`config.mk`:
```
export PLATFORM = sky130hd
export DESIGN_NAME = bert_rx
export DESIGN_NICKNAME = d
export VERILOG_FILES = /design/src/rtl/bert_rx_pkg.sv /design/src/rtl/bert_ref_tracker.sv /design/src/rtl/bert_window_mon.sv /design/src/rtl/bert_result_counters.sv /design/src/rtl/bert_rx.sv
export SDC_FILE = /design/constraint.sdc
export NUM_CORES = 1
export LEC_CHECK = 0
export ABC_AREA = 0
export BUFFER_PORTS_ARGS = -buffer_cell sky130_fd_sc_hd__buf_2
export CAP_MARGIN = 20
export CORE_MARGIN = 10
export CORE_UTILIZATION = 55
export DETAILED_ROUTE_END_ITERATION = 8
export PLACE_DENSITY = 0.86
export SLEW_MARGIN = 20
export SYNTH_ARGS = -nofsm -noshare
export SYNTH_HDL_FRONTEND = slang
export SYNTH_SLANG_ARGS = --single-unit
```
`constraint.sdc`:
```
create_clock -name clk -period 19.2 [get_ports clk]
set_input_delay 2.88 -clock clk [delete_from_list [all_inputs] [get_ports clk]]
set_output_delay 2.88 -clock clk [all_outputs]
set_load 0.05 [all_outputs]
```
`src/rtl/bert_rx_pkg.sv`:
```
package bert_rx_pkg;

  typedef enum logic [1:0] {
    ACQ_FILL  = 2'd0,
    ACQ_CHECK = 2'd1,
    LOCKED    = 2'd2
  } rx_state_e;

  // Bad-bit allowance for one window: floor(len * pct / 100).
  function automatic logic [31:0] win_allow(input logic [31:0] len, input logic [6:0] pct);
    logic [38:0] prod;
    prod = {7'd0, len} * {32'd0, pct};
    return 32'(prod / 39'd100);
  endfunction

endpackage

```
`src/rtl/bert_ref_tracker.sv`:
```
module bert_ref_tracker
  import bert_rx_pkg::*;
#(
  parameter int SEQ_LEN  = 11,
  parameter int SEQ_TAP  = 9,
  parameter int LOCK_RUN = 32
) (
  input  logic clk,
  input  logic rst_n,
  input  logic bit_vld,
  input  logic bit_in,
  input  logic drop_lock,
  output logic locked,
  output logic bit_err,
  output logic lock_evt
);
  localparam int FW = $clog2(SEQ_LEN + 1);
  localparam int GW = $clog2(LOCK_RUN + 1);
  localparam logic [FW-1:0] FILL_LAST = FW'(SEQ_LEN - 1);
  localparam logic [GW-1:0] RUN_LAST  = GW'(LOCK_RUN - 1);

  rx_state_e            state;
  logic [SEQ_LEN-1:0]   ref_q;
  logic [FW-1:0]        fill_q;
  logic [GW-1:0]        good_q;
  logic                 pred;
  logic                 pred_ok;

  assign pred     = ref_q[SEQ_LEN-1] ^ ref_q[SEQ_TAP-1];
  assign pred_ok  = (bit_in == pred) && (|ref_q);
  assign bit_err  = (bit_in != pred);
  assign locked   = (state == LOCKED);
  assign lock_evt = bit_vld && (state == ACQ_CHECK) && pred_ok && (good_q == RUN_LAST);

  always_ff @(posedge clk) begin
    if (!rst_n) begin
      state  <= ACQ_FILL;
      ref_q  <= '0;
      fill_q <= '0;
      good_q <= '0;
    end else if (bit_vld) begin
      unique case (state)
        ACQ_FILL: begin
          ref_q  <= {ref_q[SEQ_LEN-2:0], bit_in};
          fill_q <= fill_q + FW'(1);
          if (fill_q == FILL_LAST) begin
            state  <= ACQ_CHECK;
            good_q <= '0;
          end
        end
        ACQ_CHECK: begin
          ref_q <= {ref_q[SEQ_LEN-2:0], bit_in};
          if (pred_ok) begin
            if (good_q == RUN_LAST) state <= LOCKED;
            else                    good_q <= good_q + GW'(1);
          end else begin
            state  <= ACQ_FILL;
            fill_q <= '0;
          end
        end
        default: begin
          ref_q <= {ref_q[SEQ_LEN-2:0], pred};
          if (drop_lock) begin
            state  <= ACQ_FILL;
            fill_q <= '0;
          end
        end
      endcase
    end
  end
endmodule

```
`src/rtl/bert_window_mon.sv`:
```
module bert_window_mon
  import bert_rx_pkg::*;
#(
  parameter int WIN_W = 16
) (
  input  logic             clk,
  input  logic             rst_n,
  input  logic             sample,
  input  logic             err,
  input  logic             restart,
  input  logic [WIN_W-1:0] win_len,
  input  logic [6:0]       err_pct,
  output logic             too_many
);
  logic [WIN_W-1:0] wcnt_q;
  logic [WIN_W-1:0] wbad_q;
  logic [WIN_W-1:0] bad_now;
  logic             closing;

  assign bad_now  = wbad_q + WIN_W'(err);
  assign closing  = sample && (win_len != '0) && ((wcnt_q + WIN_W'(1)) == win_len);
  assign too_many = closing && (32'(bad_now) > win_allow(32'(win_len), err_pct));

  always_ff @(posedge clk) begin
    if (!rst_n || restart) begin
      wcnt_q <= '0;
      wbad_q <= '0;
    end else if (sample) begin
      if (closing) begin
        wcnt_q <= '0;
        wbad_q <= '0;
      end else begin
        wcnt_q <= wcnt_q + WIN_W'(1);
        wbad_q <= bad_now;
      end
    end
  end
endmodule

```
`src/rtl/bert_result_counters.sv`:
```
module bert_result_counters #(
  parameter int CNT_W = 24
) (
  input  logic             clk,
  input  logic             rst_n,
  input  logic             sample,
  input  logic             err,
  input  logic             resync_evt,
  input  logic [CNT_W-1:0] limit,
  output logic [CNT_W-1:0] total_q,
  output logic [CNT_W-1:0] bad_q,
  output logic [CNT_W-1:0] resync_q,
  output logic             done_q
);
  logic [CNT_W-1:0] total_next;

  assign total_next = (&total_q) ? total_q : total_q + CNT_W'(1);

  always_ff @(posedge clk) begin
    if (!rst_n) begin
      total_q  <= '0;
      bad_q    <= '0;
      resync_q <= '0;
      done_q   <= 1'b0;
    end else begin
      if (sample) begin
        total_q <= total_next;
        if (err && !(&bad_q)) bad_q <= bad_q + CNT_W'(1);
        if ((limit != '0) && (total_next >= limit)) done_q <= 1'b1;
      end
      if (resync_evt && !(&resync_q)) resync_q <= resync_q + CNT_W'(1);
    end
  end
endmodule

```
`src/rtl/bert_rx.sv`:
```
module bert_rx
  import bert_rx_pkg::*;
#(
  parameter int SEQ_LEN  = 11,
  parameter int SEQ_TAP  = 9,
  parameter int LOCK_RUN = 32,
  parameter int WIN_W    = 16,
  parameter int CNT_W    = 24
) (
  input  logic             clk,
  input  logic             rst_n,
  input  logic             in_valid,
  input  logic             in_bit,
  input  logic [WIN_W-1:0] win_len,
  input  logic [6:0]       err_pct,
  input  logic [CNT_W-1:0] limit,
  output logic             synced,
  output logic             sync_pulse,
  output logic             unsync_pulse,
  output logic             done,
  output logic [CNT_W-1:0] total_bits,
  output logic [CNT_W-1:0] bad_bits,
  output logic [CNT_W-1:0] resyncs
);
  logic bit_vld;
  logic locked;
  logic bit_err;
  logic lock_evt;
  logic loss_evt;
  logic too_many;
  logic counted;

  assign bit_vld  = in_valid && !done;
  assign counted  = bit_vld && locked;
  assign loss_evt = counted && too_many;
  assign synced   = locked;

  bert_ref_tracker #(.SEQ_LEN(SEQ_LEN), .SEQ_TAP(SEQ_TAP), .LOCK_RUN(LOCK_RUN)) u_track (
    .clk(clk), .rst_n(rst_n), .bit_vld(bit_vld), .bit_in(in_bit),
    .drop_lock(too_many), .locked(locked), .bit_err(bit_err), .lock_evt(lock_evt)
  );

  bert_window_mon #(.WIN_W(WIN_W)) u_win (
    .clk(clk), .rst_n(rst_n), .sample(counted), .err(bit_err), .restart(lock_evt),
    .win_len(win_len), .err_pct(err_pct), .too_many(too_many)
  );

  bert_result_counters #(.CNT_W(CNT_W)) u_cnt (
    .clk(clk), .rst_n(rst_n), .sample(counted), .err(bit_err), .resync_evt(loss_evt),
    .limit(limit), .total_q(total_bits), .bad_q(bad_bits), .resync_q(resyncs), .done_q(done)
  );

  always_ff @(posedge clk) begin
    if (!rst_n) begin
      sync_pulse   <= 1'b0;
      unsync_pulse <= 1'b0;
    end else begin
      sync_pulse   <= lock_evt;
      unsync_pulse <= loss_evt;
    end
  end
endmodule

```
==> parameters.txt <==
Parameter                              Value

Run status
  Status ... finished clean

Die
  Core area ... between 20000 and 30000 um^2
  Initial core utilization ... between 50 and 60%
  Die boundary height ... 185 um
  Die width ... between 150 and 200 um
  Top Ports ... roughly 130
  Number of rows created at floorplan ... 60
  Die ar. ... between 30000 and 40000 um^2

Synth
  Post-Syn Area per Cell ... between 7 and 8 um^2
  Dominant combinational cell family by area after synthesis ... simple AND/OR/NAND/NOR gates
  Adder-cell area share of the yosys netlist ... ~17%
  Cell types occupying the most area after synthesis ... sky130_fd_sc_hd__dfxtp_1 17%, sky130_fd_sc_hd__fa_1 9.2%, sky130_fd_sc_hd__ha_1 7.5%
  Number of synthesized flops with an enable pin ... 0
  FFs w/ async S/R, synth ... 0%
  Share of the yosys chip area belonging to registers ... 17.3%
  XOR/XNOR Fraction of Synth Area ... 9.89%
  Cell area after synthesis ... approximately 15000 um^2
  Count of warnings emitted by yosys ... 0
  Count of distinct cell types in the synthesized netlist ... about 110
  Most used flip-flop cell after synthesis ... sky130_fd_sc_hd__dfxtp_1
  Top cell type by total area after synthesis ... sky130_fd_sc_hd__dfxtp_1
  Mux share of post-synthesis cell area ... around 1.3%
  Cells after synthesis ... approximately 2000
  Synthesized net count ... about 2200
  Complex-gate fraction of the synthesized area ... approximately 22%
  Proportion of netlist area held by the largest area contributor ... 17.3%
  Simple-gate area share of the yosys netlist ... 27.8%
  Post-synthesis sequential element count ... 130

STA
  Count of final setup violators ... 0
  Fmax ... between 50 and 60 MHz
  Period minus WS final ... 18.45 ns
  Measured slew at the worst slew-check pin ... 1.31 ns
  Clock skew after layout ... between 0.01 and 0.015 ns
  Setup slack after layout ... 0.753 ns
  Number of max-slew violations in the final report ... 0
  Final hold violations ... 0
  Post-route fraction of the period consumed by the critical path ... a little over nine tenths
  Worst max-slew margin expressed relative to the limit ... around 12%

Clock tree
  CTS HTree Levels ... 4
  Clock transition at path regs ... around 0.07 ns
  CTS tree ... yes
  Clock latency at the later pin of the worst-skew pair ... 0.42 ns
  Cts bufs inserted ... 17
  Max clock buf depth ... 2
  Clock net sink count ... 130
  Cts hold-fix bufs ... 0
  Clock Root Buffer ... sky130_fd_sc_hd__clkbuf_16

Cells and area
  Leading cell type in the layout, fill and taps excluded ... sky130_fd_sc_hd__nor2_1
  Most used cells in the layout excluding fill and tap cells ... 206 x sky130_fd_sc_hd__nor2_1, 205 x sky130_fd_sc_hd__nand2_1, 141 x sky130_fd_sc_hd__a21oi_1
  Final-layout fill cell count ... 2150
  Share of final-layout standard cells stronger than drive strength 1 ... 17.0%
  Net total in the final layout ... about 2300
  Synth-to-layout area growth ... 14.8%

Route
  Vias post-DR ... 15200
  Number of remaining DRC errors ... 0
  Number of vias per cell after detailed routing ... between 6 and 7
  DRC marker count from the first detailed-route iteration ... between 1000 and 1500
  Average wire length per cell after detail routing ... about 18 um
  Number of search-and-repair iterations in the first detailed-routing pass ... 5
  Remaining antenna violation count after routing ... 0
  Total detailed-routing wirelength ... 42.8 mm

Placed design
  IO Port Bufs ... ~130
  Worst setup timing slack at the placement stage ... -0.187 ns
  Placed wire-length estimate ... ~32 mm
  Final RePlAce weighted congestion ... a little under 1

Worst setup path
  Crit start category ... input pin
  Crit-path most repeated cell ... sky130_fd_sc_hd__a21oi_1
  CP delay by family, top ... compound AO/OA/AOI/OAI gates
  Endpoint kind of the worst setup timing path ... flop
  CP Data Arrival Time ... 18.78 ns
  CP max stage cell ... sky130_fd_sc_hd__or4_4
  Total buffers and inverters traversed by the critical path ... 5
  Kind of critical path ... input pin to flop
  Crit Path Max Fanout ... 16
  Data required time of the worst path ... 19.54 ns
  Critical path's largest stage delay ... roughly 0.62 ns

Job
  # Max-Cap Violations ... 0

Global route
  Wire length of the first global-routing pass ... 68.4 mm
  Antenna violations before repair ... 0
  Number of global-route vias before repair ... ~14000
  Total track usage ... 23.4%
  Remaining global-route overflow ... 0
  Maximum number of pins on one net before global-route repair ... between 60 and 70

Hold path
  Worst hold path class ... flop to flop
==> layout make-up <==
type,instances,area [um^2],area share (%)
Antenna cell,1,2.50,0.0145
Clock buffer,17,425,2.47
Clock inverter,15,163,0.943
Inverter,108,405,2.35
Multi-Input combinational cell,1647,12300,71.1
Sequential cell,130,2600,15.1
Tap cell,341,427,2.47
Timing Repair Buffer,169,953,5.53
==> what timing repair did <==
action                     4_1_cts  5_1_grt
setup endpoints to repair        0       30
gates resized for setup          0       93
setup buffers                    0       32
hold endpoints to repair         0        0
==> path summary, 6_finish.rpt <==
check	start	end	slack, ns	cells after the start
max reg2reg	u_cnt.total_q[10]$_SDFFE_PN0P_	u_cnt.done_q$_SDFFE_PN0P_	13.18	35
min	u_win.wbad_q[0]$_SDFFE_PP0P_	u_win.wbad_q[0]$_SDFFE_PP0P_	0.46	2
min reg2reg	u_win.wbad_q[0]$_SDFFE_PP0P_	u_win.wbad_q[0]$_SDFFE_PP0P_	0.46	2
max	err_pct[3]	u_cnt.resync_q[21]$_SDFFE_PN0P_	0.75	65
==> tightest hold or removal path, cell delays in order, from the launching register on <==
cell,delay [ns]
sky130_fd_sc_hd__dfxtp_1,0.31
sky130_fd_sc_hd__nand2_1,0.05
sky130_fd_sc_hd__a21oi_1,0.05
==> cell usage after synthesis, types with 7 or more instances <==
cell type,count
sky130_fd_sc_hd__nor4_1,25
sky130_fd_sc_hd__nand2b_1,22
sky130_fd_sc_hd__o21ai_0,76
sky130_fd_sc_hd__or4_1,8
sky130_fd_sc_hd__a31oi_1,14
sky130_fd_sc_hd__a21oi_1,147
sky130_fd_sc_hd__and2_1,108
sky130_fd_sc_hd__mux2i_1,7
sky130_fd_sc_hd__xnor2_1,75
sky130_fd_sc_hd__a21oi_2,9
sky130_fd_sc_hd__o21ai_1,19
sky130_fd_sc_hd__o31ai_1,8
sky130_fd_sc_hd__nand3_1,62
sky130_fd_sc_hd__a211o_1,8
sky130_fd_sc_hd__a21o_1,25
sky130_fd_sc_hd__o22ai_1,7
sky130_fd_sc_hd__and3_1,39
sky130_fd_sc_hd__a211oi_1,12
sky130_fd_sc_hd__nor3_1,41
sky130_fd_sc_hd__or3_1,16
sky130_fd_sc_hd__fa_1,69
sky130_fd_sc_hd__nand2_1,207
sky130_fd_sc_hd__nor2_1,211
sky130_fd_sc_hd__xor2_1,91
sky130_fd_sc_hd__dfxtp_1,130
sky130_fd_sc_hd__or2_2,9
sky130_fd_sc_hd__clkbuf_1,57
sky130_fd_sc_hd__buf_2,11
sky130_fd_sc_hd__o211ai_1,21
sky130_fd_sc_hd__ha_1,90
sky130_fd_sc_hd__and4_1,7
sky130_fd_sc_hd__inv_1,107
sky130_fd_sc_hd__nor2b_1,17
sky130_fd_sc_hd__nand4_1,35
==> state kept, by name, indices dropped and copies added (netlist names) <==
register and flops:
sync_pulse 1, u_cnt.bad_q 24, u_cnt.done_q 1, u_cnt.resync_q 24, u_cnt.total_q 24, u_track.fill_q 4
u_track.good_q 6, u_track.ref_q 11, u_track.state 2, u_win.wbad_q 16, u_win.wcnt_q 16, unsync_pulse 1
==> per-layer routing <==
metal | part of all wire, % | global-route usage (%) | wire [um]
met5 | 0 | 0 | 0
met2 | 49 | 41.1 | 21200
met1 | 40 | 28.7 | 17300
met3 | 7.6 | 2.82 | 3250
met4 | 2.6 | 8.42 | 1110
==> metrics by stage <==
stage	hold slack [ns]	area [um^2]	TNS [ns]	util [%]	std cells
3_5_place_dp	0.456	15900	-0.527	58.9	2361
5_1_grt	0.487	17300	-0.531	64.0	2427
4_1_cts	0.463	16500	0	61.1	2393
3_3_place_gp	0.442	15900	0	58.9	2361
6_report	0.462	17300	0	64.0	2428
2_1_floorplan	0.436	15000	0	-	1956
==> cell families (layout without fill, tap and decap cells) <==
logic type / Yosys count / in the layout
DFF: 130 / 130
buffers and inverters: 181 / 309
muxes: 17 / 17
and+or+nand+nor: 836 / 836
AOI/OAI and AO/OA: 463 / 465
xor gates and xnor gates: 168 / 168
other: 0 / 1
adders and majority gates: 161 / 161
Power is not shown: default switching activity piles up to over one toggle a cycle in this logic, so the estimate is an artifact.
